## src/rtl/apbs_pkg.sv

```systemverilog
package apbs_pkg;

  // Upstream response pair assembled by the fan-in stage.
  typedef struct packed {
    logic ready;
    logic err;
  } apbs_resp_t;

  function automatic bit apbs_is_pow2(longint unsigned v);
    return (v != 0) && ((v & (v - 1)) == 0);
  endfunction

endpackage

```

## src/rtl/apbs_decode.sv

```systemverilog
// Range decode: span check per child, then element slot check per array element.
module apbs_decode #(
  parameter int unsigned ADDR_W  = 16,
  parameter int unsigned N_CHILD = 3,
  parameter int unsigned N_PORT  = 7,
  parameter int unsigned CH_BASE   [N_CHILD] = '{32'h0000, 32'h1000, 32'h4000},
  parameter int unsigned CH_COUNT  [N_CHILD] = '{1, 4, 2},
  parameter int unsigned CH_STRIDE [N_CHILD] = '{32'h100, 32'h100, 32'h400},
  parameter int unsigned CH_ESIZE  [N_CHILD] = '{32'h100, 32'h80, 32'h400}
) (
  input  logic              psel,
  input  logic              pwrite,
  input  logic [ADDR_W-1:0] paddr,
  output logic [N_PORT-1:0] wr_sel,
  output logic [N_PORT-1:0] rd_sel,
  output logic              miss
);

  localparam int unsigned XW = ADDR_W + 1;

  // First port number owned by child c.
  function automatic int unsigned port_base(int unsigned c);
    int unsigned acc;
    acc = 0;
    for (int unsigned k = 0; k < c; k++) acc += CH_COUNT[k];
    return acc;
  endfunction

  logic [N_PORT-1:0] hit;
  logic [XW-1:0]     addr_x;

  assign addr_x = {1'b0, paddr};

  for (genvar c = 0; c < N_CHILD; c++) begin : g_child
    localparam int unsigned OFS = port_base(c);
    localparam int unsigned CNT = CH_COUNT[c];
    localparam int unsigned SH  = $clog2(CH_STRIDE[c]);
    localparam logic [XW-1:0] BASE_X = XW'(CH_BASE[c]);
    localparam logic [XW-1:0] END_X  =
      XW'(longint'(CH_BASE[c]) + longint'(CNT) * longint'(CH_STRIDE[c]));
    localparam logic [XW-1:0] ESZ_X  = XW'(CH_ESIZE[c]);
    localparam logic [XW-1:0] MSK_X  = XW'(CH_STRIDE[c] - 1);

    logic          in_span;
    logic          in_elem;
    logic [XW-1:0] off;
    logic [XW-1:0] idx;

    assign in_span = (addr_x >= BASE_X) && (addr_x < END_X);
    assign off     = addr_x - BASE_X;
    assign in_elem = (off & MSK_X) < ESZ_X;
    assign idx     = off >> SH;

    for (genvar e = 0; e < CNT; e++) begin : g_elem
      assign hit[OFS+e] = in_span && in_elem && (idx == XW'(e));
    end
  end

  assign wr_sel = hit & {N_PORT{psel &  pwrite}};
  assign rd_sel = hit & {N_PORT{psel & ~pwrite}};
  assign miss   = psel & ~(|hit);

endmodule

```

## src/rtl/apbs_fanout.sv

```systemverilog
// Per-port strobe gating toward the completers.
module apbs_fanout #(
  parameter int unsigned N_PORT = 7
) (
  input  logic [N_PORT-1:0] wr_sel,
  input  logic [N_PORT-1:0] rd_sel,
  output logic [N_PORT-1:0] psel_o,
  output logic [N_PORT-1:0] pwrite_o
);

  assign psel_o   = wr_sel | rd_sel;
  assign pwrite_o = wr_sel;

endmodule

```

## src/rtl/apbs_fanin.sv

```systemverilog
// AND-OR return path from the one-hot selected port, plus the local error reply.
module apbs_fanin
  import apbs_pkg::*;
#(
  parameter int unsigned N_PORT = 7,
  parameter int unsigned DATA_W = 32
) (
  input  logic [N_PORT-1:0]        sel_any,
  input  logic [N_PORT-1:0]        rd_sel,
  input  logic [N_PORT-1:0]        s_ready,
  input  logic [N_PORT-1:0]        s_err,
  input  logic [N_PORT*DATA_W-1:0] s_rdata,
  input  logic                     miss,
  input  logic                     miss_q,
  input  logic                     psel,
  input  logic                     penable,
  output apbs_resp_t               resp,
  output logic [DATA_W-1:0]        rdata
);

  always_comb begin
    resp  = '0;
    rdata = '0;
    for (int unsigned p = 0; p < N_PORT; p++) begin
      if (sel_any[p]) begin
        resp.ready = resp.ready | s_ready[p];
        resp.err   = resp.err   | s_err[p];
      end
      if (rd_sel[p]) rdata = rdata | s_rdata[p*DATA_W +: DATA_W];
    end
    resp.err   = resp.err   | miss;
    resp.ready = resp.ready | (miss_q & psel & penable);
  end

endmodule

```

## src/rtl/apb_addr_splitter.sv

```systemverilog
module apb_addr_splitter
  import apbs_pkg::*;
#(
  parameter int unsigned ADDR_W  = 16,
  parameter int unsigned DATA_W  = 32,
  parameter int unsigned N_CHILD = 3,
  parameter int unsigned N_PORT  = 7,
  parameter int unsigned CH_BASE   [N_CHILD] = '{32'h0000, 32'h1000, 32'h4000},
  parameter int unsigned CH_COUNT  [N_CHILD] = '{1, 4, 2},
  parameter int unsigned CH_STRIDE [N_CHILD] = '{32'h100, 32'h100, 32'h400},
  parameter int unsigned CH_ESIZE  [N_CHILD] = '{32'h100, 32'h80, 32'h400}
) (
  input  logic                     pclk,
  input  logic                     presetn,
  input  logic                     psel,
  input  logic                     penable,
  input  logic                     pwrite,
  input  logic [ADDR_W-1:0]        paddr,
  input  logic [2:0]               pprot,
  input  logic [DATA_W-1:0]        pwdata,
  input  logic [DATA_W/8-1:0]      pstrb,
  output logic [DATA_W-1:0]        prdata,
  output logic                     pready,
  output logic                     pslverr,
  output logic [N_PORT-1:0]        m_psel,
  output logic [N_PORT-1:0]        m_pwrite,
  output logic                     m_penable,
  output logic [ADDR_W-1:0]        m_paddr,
  output logic [2:0]               m_pprot,
  output logic [DATA_W-1:0]        m_pwdata,
  output logic [DATA_W/8-1:0]      m_pstrb,
  input  logic [N_PORT-1:0]        m_pready,
  input  logic [N_PORT-1:0]        m_pslverr,
  input  logic [N_PORT*DATA_W-1:0] m_prdata
);

  // Elaboration-time sanity of the child map.
  function automatic bit cfg_ok();
    bit              ok;
    longint unsigned total;
    longint unsigned lo_a;
    longint unsigned hi_a;
    longint unsigned lo_b;
    longint unsigned hi_b;
    ok    = 1'b1;
    total = 0;
    for (int unsigned c = 0; c < N_CHILD; c++) begin
      total += CH_COUNT[c];
      if (!apbs_is_pow2(CH_STRIDE[c]) || CH_ESIZE[c] == 0 ||
          CH_ESIZE[c] > CH_STRIDE[c] || CH_COUNT[c] == 0) ok = 1'b0;
      lo_a = CH_BASE[c];
      hi_a = lo_a + longint'(CH_COUNT[c]) * longint'(CH_STRIDE[c]);
      if (hi_a > (64'd1 << ADDR_W)) ok = 1'b0;
      for (int unsigned d = c + 1; d < N_CHILD; d++) begin
        lo_b = CH_BASE[d];
        hi_b = lo_b + longint'(CH_COUNT[d]) * longint'(CH_STRIDE[d]);
        if (lo_a < hi_b && lo_b < hi_a) ok = 1'b0;
      end
    end
    if (total != N_PORT) ok = 1'b0;
    return ok;
  endfunction

  localparam bit CFG_OK = cfg_ok();

  if (!CFG_OK) begin : g_cfg_bad
    $error("apb_addr_splitter: child map overlaps or is inconsistent");
  end

  logic [N_PORT-1:0] wr_sel;
  logic [N_PORT-1:0] rd_sel;
  logic [N_PORT-1:0] sel_any;
  logic              miss;
  logic              miss_q;
  logic              miss_nxt;
  logic              miss_en;
  apbs_resp_t        resp;

  apbs_decode #(
    .ADDR_W   (ADDR_W),
    .N_CHILD  (N_CHILD),
    .N_PORT   (N_PORT),
    .CH_BASE  (CH_BASE),
    .CH_COUNT (CH_COUNT),
    .CH_STRIDE(CH_STRIDE),
    .CH_ESIZE (CH_ESIZE)
  ) u_decode (
    .psel  (psel),
    .pwrite(pwrite),
    .paddr (paddr),
    .wr_sel(wr_sel),
    .rd_sel(rd_sel),
    .miss  (miss)
  );

  apbs_fanout #(.N_PORT(N_PORT)) u_fanout (
    .wr_sel  (wr_sel),
    .rd_sel  (rd_sel),
    .psel_o  (sel_any),
    .pwrite_o(m_pwrite)
  );

  assign m_psel    = sel_any;
  assign m_penable = penable;
  assign m_paddr   = paddr;
  assign m_pprot   = pprot;
  assign m_pwdata  = pwdata;
  assign m_pstrb   = pstrb;

  // Unmapped setup phase is remembered so the completion is taken from a flop.
  always_comb begin
    miss_en  = psel | miss_q;
    miss_nxt = psel & ~penable & miss;
  end

  always_ff @(posedge pclk or negedge presetn) begin
    if (!presetn) begin
      miss_q <= 1'b0;
    end else if (miss_en) begin
      miss_q <= miss_nxt;
    end
  end

  apbs_fanin #(
    .N_PORT(N_PORT),
    .DATA_W(DATA_W)
  ) u_fanin (
    .sel_any(sel_any),
    .rd_sel (rd_sel),
    .s_ready(m_pready),
    .s_err  (m_pslverr),
    .s_rdata(m_prdata),
    .miss   (miss),
    .miss_q (miss_q),
    .psel   (psel),
    .penable(penable),
    .resp   (resp),
    .rdata  (prdata)
  );

  assign pready  = resp.ready;
  assign pslverr = resp.err;

endmodule

```

## config.mk

```make
export PLATFORM = sky130hd
export DESIGN_NAME = apb_addr_splitter
export DESIGN_NICKNAME = d
export VERILOG_FILES = /design/src/rtl/apbs_pkg.sv /design/src/rtl/apbs_decode.sv /design/src/rtl/apbs_fanout.sv /design/src/rtl/apbs_fanin.sv /design/src/rtl/apb_addr_splitter.sv
export SDC_FILE = /design/constraint.sdc
export NUM_CORES = 1
export LEC_CHECK = 0
export ABC_AREA = 0
export ABC_CLOCK_PERIOD_IN_PS = 1700
export CORE_AREA = 2 2 157 159
export DETAILED_ROUTE_END_ITERATION = 8
export DIE_AREA = 0 0 159 161
export GPL_TIMING_DRIVEN = 0
export HOLD_SLACK_MARGIN = 0.05
export PLACE_DENSITY = 0.48
export SLEW_MARGIN = 25
export SYNTH_ARGS = -nofsm -noshare
export SYNTH_HDL_FRONTEND = slang
export SYNTH_SLANG_ARGS = --single-unit
```

## constraint.sdc

```tcl
create_clock -name pclk -period 1.7 [get_ports pclk]
set_input_delay 0.17 -clock pclk [delete_from_list [all_inputs] [get_ports pclk]]
set_output_delay 0.17 -clock pclk [all_outputs]
set_load 0.03 [all_outputs]
```

==> run summary, run 1 <==
The logs give -419 ps for the worst-case setup margin in the final layout and 17,400 um for the HPWL after detailed placement. The portion of the clock cycle consumed by the worst path in the final layout was 1.25. The first global-routing pass estimated 29,800 um of wire. Setup violations remaining at the end of the flow were counted as 41. The tools report the post-layout instance count excluding filler cells as 1,038. IR analysis of the VDD net gives a maximum drop of 77.6 uV. Data arrives at the worst endpoint at 1950 ps. The floorplan has 57 rows. For the setup slack after placement, the log shows -2070 ps. For the worst setup path, the data required time is 1530 ps.

The number of synthesized flops with an enable pin is 0. The final reports fail on negative setup slack. The critical path is of the in -> out type.

The total die area was 25,600 um^2; the mean area per synthesized cell was 7.39 um^2. Count of port buffers added during placement: 351. Compared with the post-synthesis result, the final layout area differs by 198%.

The number of hold buffers added after cts is 0. The logs give 0 for the max-slew violation count and 0.820 for the weighted congestion at the end of routability-driven global placement. The die is 161 um tall. The share of cells above drive strength 1 was 0.358; the number of ports placed on the die boundary was 402.

The count of nets left with antenna violations once routing finished came out at 0. STA classifies the critical path startpoint as an input pin. Final net count: 1,013. The tightest hold path in the finished design has a slack of 320 ps. The run gives 0 as the count of endpoints failing hold in the final timing report. The number of synthesized register bits is 1, and the transition time at the pin with the least slew margin is 581 ps.

For this block, the initial DRC count from the detailed router was 170. Yosys attributes the largest share of cell area to sky130_fd_sc_hd__buf_4 17%, sky130_fd_sc_hd__mux2i_1 17%, sky130_fd_sc_hd__a221o_1 13%. Adding up every negative setup slack in the final design gives -11,610 ps.

The synthesized netlist contains 36 unique library cells. The logs give 0.0102 for the post-synthesis sequential area ratio and 0 for the Yosys warning count. The largest registers in the layout are miss_q (1). In the synthesized netlist, the cells that appear most often are 56 x sky130_fd_sc_hd__buf_4, 42 x sky130_fd_sc_hd__mux2i_1, 32 x sky130_fd_sc_hd__a221o_1.

The number of vias in the routed layout was 4,330. For this run, the detailed router's first-pass iteration total came to 4. Width of the die: 159 um. The time the final worst path needs with I/O delays and setup came out at 2120 ps. Share of synthesized registers carrying an async set or reset: 1.00.

The proportion of netlist area held by the largest area contributor is 0.171. The highest fanout seen on the critical path came out at 5. By instance count, the leading cell after synthesis is sky130_fd_sc_hd__buf_4. The main flop type after synthesis is sky130_fd_sc_hd__dfrtp_1.

The most flop-heavy register was miss_q. For this run, the top clock speed supported by timing is 472 MHz. The initial core utilization is 0.103, and the total routing usage reported by global routing is 0.154. The tools report the leftover overflow at the end of global routing as 0. The via density per instance works out to 4.17.

The flow ran to the end, but the final reports show violations. The tools report the post-synthesis instance total as 333. The worst hold path class was in -> async. Leakage power: 2.89 nW.

Clock-pin slew was measured on the worst setup and hold paths at 0 ps. Setup repair after global routing could not meet its margin everywhere. The tools report the core utilization of the finished layout as 0.306. Dominant cell type by area after synthesis: sky130_fd_sc_hd__buf_4.

For this design the ratio of total power to cell area is 204 nW/um^2. The maximum number of pins on one net before global-route repair is 11, and the initial antenna violation count is 0. The max-slew headroom at the worst pin was 0.608; the flip-flop count of the largest register, all copies and words added was 1.

The synthesized cell area is 2460 um^2, and the post-detailed-routing wire length is 21,300 um. When the netlist entered floorplanning its net count stood at 631. The number of global-route vias before repair was 4,633; the core outline area was 24,000 um^2. The worst setup path is captured at an output port.

After detailed placement, the design holds a cell count of 1,008. Across the run, the number of max-cap violations was 0. For this run, design rule violations remaining after detail routing come to 0. Dividing the detail-routed wire length by the instance count gives 20.5 um.
-- repair_timing --
item	CTS	global route
gates cloned	5	0
resized for setup	446	47
pin swaps	29	17
buffers inserted	21	7
setup endpoints to repair	53	48
-- cells by family after synthesis --
logic type,Yosys count,synth area share
AO/OA/AOI/OAI,130,0.437
multiplexers,42,0.171
buffers and inverters,97,0.239
flip-flops,1,0.0102
AND/OR/NAND/NOR,63,0.143
-- per-layer routing --
metal	wire length [um]	up-vias	track usage
met5	0	-	0
met4	444	0	0.0281
met1	8210	1985	0.173
li1	-	2058	-
met2	11100	268	0.301
met3	1510	19	0.0303
-- cell type report --
class | count | area, um^2
Fill cell | 2576 | 16600
Timing Repair Buffer | 383 | 3880
Multi-Input combinational cell | 235 | 2270
Buffer | 91 | 742
Tap cell | 324 | 405
Sequential cell | 1 | 25.0
Inverter | 3 | 11.3
Antenna cell | 1 | 2.50
-- worst paths after layout --
| check | start | to |
|---|---|---|
| setup / recovery | paddr[13] | prdata[26] |
| min in group pclk | paddr[11] | m_psel[6] |
| hold / removal | presetn | miss_q |
| max in group asynchronous | presetn | miss_q |
-- cell usage in the layout, fill, tap and decap left out, types with 3 or more instances in the layout --
| cell type | instances |
|---|---|
| sky130_fd_sc_hd__clkdlybuf4s50_1 | 296 |
| sky130_fd_sc_hd__buf_4 | 89 |
| sky130_fd_sc_hd__buf_6 | 48 |
| sky130_fd_sc_hd__mux2i_1 | 42 |
| sky130_fd_sc_hd__a221o_2 | 32 |
| sky130_fd_sc_hd__a32oi_1 | 23 |
| sky130_fd_sc_hd__a2bb2oi_1 | 21 |
| sky130_fd_sc_hd__o22ai_1 | 19 |
| sky130_fd_sc_hd__nand2_1 | 13 |
| sky130_fd_sc_hd__o21ai_0 | 11 |
| sky130_fd_sc_hd__clkbuf_2 | 8 |
| sky130_fd_sc_hd__buf_8 | 7 |
| sky130_fd_sc_hd__buf_2 | 7 |
| sky130_fd_sc_hd__o2bb2ai_4 | 7 |
| sky130_fd_sc_hd__nor2_1 | 6 |
| sky130_fd_sc_hd__buf_12 | 5 |
| sky130_fd_sc_hd__nor2b_1 | 5 |
| sky130_fd_sc_hd__clkbuf_1 | 4 |
| sky130_fd_sc_hd__clkbuf_4 | 4 |
| sky130_fd_sc_hd__nor3_2 | 4 |
| sky130_fd_sc_hd__nor4b_4 | 3 |
| sky130_fd_sc_hd__nand2_2 | 3 |
| sky130_fd_sc_hd__nor2_2 | 3 |
| sky130_fd_sc_hd__o2bb2ai_2 | 3 |
| sky130_fd_sc_hd__o22ai_2 | 3 |
| sky130_fd_sc_hd__nand3_1 | 3 |
| sky130_fd_sc_hd__a211oi_2 | 3 |
-- power by group --
group | total (mW) | leakage (nW) | switching [mW] | internal, mW
clock | 0.0000000788 | 0.00000634 | 0 | 0.0000000788
combinational | 1.48 | 2.87 | 0.570 | 0.905
sequential | 0.0258 | 0.0129 | 0.000265 | 0.0255
total | 1.50 | 2.89 | 0.570 | 0.931
-- per-stage QoR --
stage          power (mW)  instance area, um^2
6_report             1.50                 7340
5_1_grt              1.58                 7340
4_1_cts              1.50                 7250
3_5_place_dp         1.40                 6520
3_3_place_gp         1.39                 6520
2_1_floorplan       0.551                 2600
-- worst max-delay path, stage by stage --
cell and delay (ps):
sky130_fd_sc_hd__buf_8 90, sky130_fd_sc_hd__or4b_4 540, sky130_fd_sc_hd__or4_4 500, sky130_fd_sc_hd__buf_8 180, sky130_fd_sc_hd__o2bb2ai_4 180, sky130_fd_sc_hd__a221o_2 150
sky130_fd_sc_hd__buf_6 130
No activity file was read; power rests on OpenSTA's default activity.
==> run 2: changes to the inputs <==
--- a/config.mk
+++ b/config.mk
@@ -6,13 +6,13 @@
 export NUM_CORES = 1
 export LEC_CHECK = 0
 export ABC_AREA = 0
-export ABC_CLOCK_PERIOD_IN_PS = 1700
+export ABC_CLOCK_PERIOD_IN_PS = 2700
 export CORE_AREA = 2 2 157 159
 export DETAILED_ROUTE_END_ITERATION = 8
 export DIE_AREA = 0 0 159 161
 export GPL_TIMING_DRIVEN = 0
 export HOLD_SLACK_MARGIN = 0.05
-export PLACE_DENSITY = 0.48
+export PLACE_DENSITY = 0.46
 export SLEW_MARGIN = 25
 export SYNTH_ARGS = -nofsm -noshare
 export SYNTH_HDL_FRONTEND = slang
==> constraint.sdc (replaced) <==
create_clock -name pclk -period 2.7 [get_ports pclk]
set_input_delay 0.27 -clock pclk [delete_from_list [all_inputs] [get_ports pclk]]
set_output_delay 0.27 -clock pclk [all_outputs]
set_load 0.03 [all_outputs]
==> run 2 against run 1 <==
The run now ends clean. Cell area down 12%. First-iteration DRC count down 24%. Critical path depth up 1. Total power down 42%. Global-route usage down 0.72 points.
==> run summary, run 2 (same netlist as run 1, synthesis figures left out) <==
Static timing analysis puts the maximum clock frequency at 378 MHz. The core utilization of the finished layout is 0.271, and the layout overhead on the synthesized area is 163%. Setup repair after global routing could not meet its margin everywhere. The first global-routing pass estimated 28,500 um of wire. The worst setup path is captured at an output port.

The number of ports placed on the die boundary came out at 402. For the number of maximum-capacitance violations, the log shows 0. Dividing the detail-routed wire length by the instance count gives 20.1 um. Worst hold path class: in -> async. The run gives 0 as the max-slew violation count.

The max-slew headroom at the worst pin was 0.415. The kind of launch point of the worst setup path was an input pin. The highest fanout seen on the critical path is 9. The tools report the maximum VDD drop as 46.2 uV. Final setup violation count: 0.

The met1 track utilization from global routing is 0.165, and the maximum number of pins on one net before global-route repair is 11. The tools report the post-detailed-routing wire length as 20,400 um. The post-layout instance count excluding filler cells came out at 1,016. The total area of sequential cells is 25.0 um^2, and the count of endpoints failing hold in the final timing report is 0. The share of cells above drive strength 1 is 0.201, and the core outline area is 24,000 um^2. The floorplan step set the die height to 161 um. Time the final worst path needs with I/O delays and setup: 2640 ps. The run finished with clean final reports.

Count of port buffers added during placement: 351. Multi-input logic area: 1940 um^2. The fill cell instance count of the final layout was 2,682.

First-pass detailed-route iteration total: 4. For the weighted congestion at the end of routability-driven global placement, the log shows 0.764. The number of global-route vias before repair was 4,440; the flip-flop count of the largest register, all copies and words added was 1.

Dividing total power by cell area gives a power density of 135 nW/um^2. The total routing usage reported by global routing came out at 0.146. Peak-usage layer in the global routing report: met2. The logs give 2.61 nW for the leakage power and 421 ps for the hold slack. The critical path in this run is classified as in -> out. Portion of the clock cycle consumed by the worst path in the final layout: 0.979. The final-layout setup total negative slack is 0 ps, and the post-placement cell count is 1,008. For the worst setup path, the data arrival time is 2370 ps.

After legalization and detailed placement, the total HPWL measured 17,100 um. At the worst endpoint, the required time is 2430 ps. After clock tree synthesis, the clock-pin slew on the worst setup and hold paths is 0 ps.

The leading cell type in the layout, fill and taps excluded is sky130_fd_sc_hd__clkdlybuf4s50_1. The die covers 25,600 um^2. The run gives 0.0311 as the global routing usage on met3.

The iteration-0 DRC count of the detailed router was 130; the number of routed nets with antenna violations was 0. After floorplanning, the core was divided into 57 placement rows. The width of the die came out at 159 um. At the end of the flow, the number of nets in the layout was 991.

The leftover overflow at the end of global routing was 0; the number of DRC violations after detailed routing was 0. The initial antenna violation count was 1. Most flop-heavy register: miss_q. In the layout the commonest cells are 306 x sky130_fd_sc_hd__clkdlybuf4s50_1, 74 x sky130_fd_sc_hd__buf_4, 42 x sky130_fd_sc_hd__mux2i_1. The global routing usage on met2 was 0.284. For the number of vias in the routed layout, the log shows 4,182. The initial core utilization was 0.103; the via density per instance was 4.12. For the pin with the worst max-slew slack, the measured transition is 878 ps. The largest registers in the layout are miss_q (1).
-- run 2: cell type report --
type                       instances  share of cell area
buffer                            92              0.0969
tap                              324              0.0625
multi-input combinational        235               0.299
sequential                         1             0.00386
inverter                           3             0.00174
timing repair buffer             360               0.535
antenna                            1            0.000386
-- run 2: worst max path at each step --
stage / start / to / slack [ps] / cells past startpoint
finish: paddr[15] / prdata[31] / 60 / 8
global route: paddr[7] / prdata[1] / -20 / 7
global placement: paddr[15] / pslverr / -1380 / 8
CTS: paddr[7] / prdata[18] / 0.5 / 6
floorplan: paddr[15] / m_pwrite[6] / 120 / 4
detailed placement: paddr[15] / prdata[30] / -1410 / 7
-- run 2: routing by layer --
metal  share of wire  wire length [um]  up-vias
met3           0.071              1450       21
met5               0                 0        -
li1                -                 -     2014
met4           0.021               419        0
met1            0.38              7840     1903
met2            0.52             10700      244
-- run 2: timing repair --
item,CTS,global route
gates cloned,0,0
pin swaps,3,2
hold buffers,0,0
endpoints found under the setup margin,47,41
setup buffers,7,2
gates resized for setup,152,53
endpoints found under the hold margin,0,0
-- run 2: worst max-delay path: stages --
cell and delay, ps:
sky130_fd_sc_hd__clkdlybuf4s15_2 260, sky130_fd_sc_hd__or4b_1 550, sky130_fd_sc_hd__buf_2 190, sky130_fd_sc_hd__or4_4 440, sky130_fd_sc_hd__buf_6 160, sky130_fd_sc_hd__o2bb2ai_1 190, sky130_fd_sc_hd__a221o_1 140, sky130_fd_sc_hd__buf_4 150
-- run 2: through the flow --
step	setup slack [ps]	power, mW	cell area (um^2)
2_1_floorplan	122	0.338	2460
3_3_place_gp	-1380	0.869	6380
3_5_place_dp	-1410	0.871	6380
4_1_cts	0.475	0.884	6490
5_1_grt	-17.3	0.927	6480
6_report	57.2	0.878	6480
-- run 2: report_power, final --
part           internal (mW)  switching [mW]
combinational          0.530           0.331
clock           0.0000000496               0
sequential            0.0161        0.000209
total                  0.546           0.331
==> run 3: changes to the inputs <==
--- a/config.mk
+++ b/config.mk
@@ -6,13 +6,12 @@
 export NUM_CORES = 1
 export LEC_CHECK = 0
 export ABC_AREA = 0
-export ABC_CLOCK_PERIOD_IN_PS = 2700
-export CORE_AREA = 2 2 157 159
+export CORE_AREA = 5 5 155 157
 export DETAILED_ROUTE_END_ITERATION = 8
-export DIE_AREA = 0 0 159 161
+export DIE_AREA = 0 0 160 162
 export GPL_TIMING_DRIVEN = 0
 export HOLD_SLACK_MARGIN = 0.05
-export PLACE_DENSITY = 0.46
+export PLACE_DENSITY = 0.48
 export SLEW_MARGIN = 25
 export SYNTH_ARGS = -nofsm -noshare
 export SYNTH_HDL_FRONTEND = slang
==> run 3 against run 2 <==
Worst hold slack worse by 1.2 ps. Via count up 0.69%. Routed wire length is 4.5% higher. Global-route usage grew 0.32 points. First-iteration DRC count grew 15%. Die area increased by 1.3%. Final cell count fell by 4.0%. Utilization grew 1.7 points. Sequential cell count unchanged. Combinational power barely moved. Fmax decreased by 0.43%. Critical endpoint is now prdata[25]. Largest cell class unchanged. Largest power group unchanged. Highest routed layer unchanged.
==> run summary, run 3 (same netlist as run 1, synthesis figures left out) <==
The flow ran to the end, and the final reports show no timing, DRC or antenna violations. The share of cells above drive strength 1 came out at 0.206. Kind of critical path: in -> out. Leaving out fill and tap cells, the most frequent cell in the layout is sky130_fd_sc_hd__clkdlybuf4s50_1.

The tools report the initial antenna violation count as 0. In the final layout, the registers with the most flip-flops are miss_q (1). For the final routed database, the setup TNS stands at 0 ps. Final hold analysis gives a worst-case slack of 420 ps.

Entering global routing, the biggest net connects 11 pins. The number of antenna diodes in the final layout is 0. The transition time at the pin with the least slew margin is 840 ps.

The met1 track utilization from global routing was 0.171; the highest fanout seen on the critical path was 9. Before antenna repair, the detailed router went through 4 iterations. The worst hold path belongs to the class in -> async. The run gives 0 as the number of maximum-capacitance violations. 402 I/O pins were placed.

Weighted congestion at the end of routability-driven global placement: 0.775. The logs give 6330 um^2 for the post-place instance area and 25,900 um^2 for the total die area. Dividing total power by cell area gives a power density of 136 nW/um^2.

In this run the static leakage power is 2.58 nW. The worst setup path is captured at an output port. The layout overhead on the synthesized area was 162%; the total routing usage reported by global routing was 0.150. The detailed router finished its first iteration with 150 violations. The wire length of the first global-routing pass is 30,100 um, and the via density per instance is 4.32.

The portion of the clock cycle consumed by the worst path in the final layout was 0.983. The logs give 2,506 for the fill cell instance count of the final layout and 44.9 uV for the maximum VDD drop. For the initial core utilization, the log shows 0.110. The logs give 0.440 for the max-slew headroom at the worst pin and 0 for the final setup violation count. The number of global-route vias before repair was 4,641.

The post-detailed-routing wire length is 21,400 um, and the global routing usage on met2 is 0.289. For the worst setup path, the data arrival time is 2380 ps. The core region is 22,400 um^2. The mean routed wirelength per cell was 21.9 um. In the layout the commonest cells are 305 x sky130_fd_sc_hd__clkdlybuf4s50_1, 71 x sky130_fd_sc_hd__buf_4, 42 x sky130_fd_sc_hd__mux2i_1. Detailed routing inserted a total of 4,211 vias. The count of endpoints failing hold in the final timing report came out at 0.

The run gives 0 as the max-slew violation count. The global routing stage identified its most utilized layer as met2. The run gives 990 as the final net count.

For the finished layout, the period the worst path requires is 2650 ps. The number of routed nets with antenna violations was 0; the flip-flop count of the largest register, all copies and words added was 1. Detailed placement ended at an HPWL of 18,100 um. The kind of launch point of the worst setup path is an input pin. After detailed routing, the number of remaining DRC violations is 0. The total overflow left after global routing is 0.

The floorplan has 55 rows. Data on the critical path is required at its endpoint by 2430 ps. The global routing usage on met3 is 0.0381. Clock input transition at the sequential cells of the worst setup and hold paths: 0 ps. The run gives 377 MHz as the highest clock frequency the design can meet. Ranked by flip-flop count, first place goes to miss_q.

With fillers left out, the area of the finished cells amounts to 6440 um^2. The die height was 162 um; the count of port buffers added during placement was 351. The floorplan step set the die width to 160 um.

Setup repair after global routing left no endpoint under its margin.
-- run 3: cell type report --
class	instances	area, um^2	area share
timing repair buffer	359	3470	0.538
multi-input combinational	235	1950	0.303
buffer	92	631	0.0979
tap	285	357	0.0553
sequential	1	25.0	0.00388
inverter	3	11.3	0.00175
-- run 3: power by group --
part	switching (mW)	internal (mW)
Clock	0	0
Combinational	0.329	0.530
Sequential	0.000171	0.0161
-- run 3: worst max-delay path by stage --
stage,startpoint,endpoint,slack (ps),depth (start not counted)
6_report,paddr[15],prdata[25],50,8
5_1_grt,paddr[14],prdata[31],0.9,8
4_1_cts,paddr[7],prdata[22],0.5,6
3_5_place_dp,paddr[15],prdata[21],-1370,8
3_3_place_gp,paddr[15],prdata[21],-1390,8
2_1_floorplan,paddr[15],m_pwrite[6],120,4
-- run 3: worst max-delay path: stages --
cell and delay (ps):
sky130_fd_sc_hd__clkdlybuf4s15_2 250, sky130_fd_sc_hd__or4b_1 540, sky130_fd_sc_hd__buf_4 180, sky130_fd_sc_hd__or4_4 430
sky130_fd_sc_hd__buf_6 170, sky130_fd_sc_hd__o2bb2ai_2 170, sky130_fd_sc_hd__a221o_1 210, sky130_fd_sc_hd__buf_6 160
-- run 3: what timing repair did --
item / CTS / global route
hold buffers: 0 / 0
pin swaps: 4 / 1
resized for setup: 165 / 32
setup endpoints to repair: 47 / 36
buffers inserted: 8 / 0
-- run 3: metal layers --
layer,wire length (um),vias up
li1,-,2007
met4,213,0
met2,11200,250
met5,0,-
met1,8200,1943
met3,1760,11
-- run 3: per-stage QoR --
step / worst slack, ps / power, mW / utilization / cells
floorplan: 122 / 0.338 / - / 333
global placement: -1390 / 0.866 / 0.283 / 969
detailed placement: -1370 / 0.867 / 0.283 / 969
CTS: 0.513 / 0.885 / 0.291 / 976
global route: 0.906 / 0.926 / 0.288 / 975
finish: 45.9 / 0.875 / 0.288 / 975
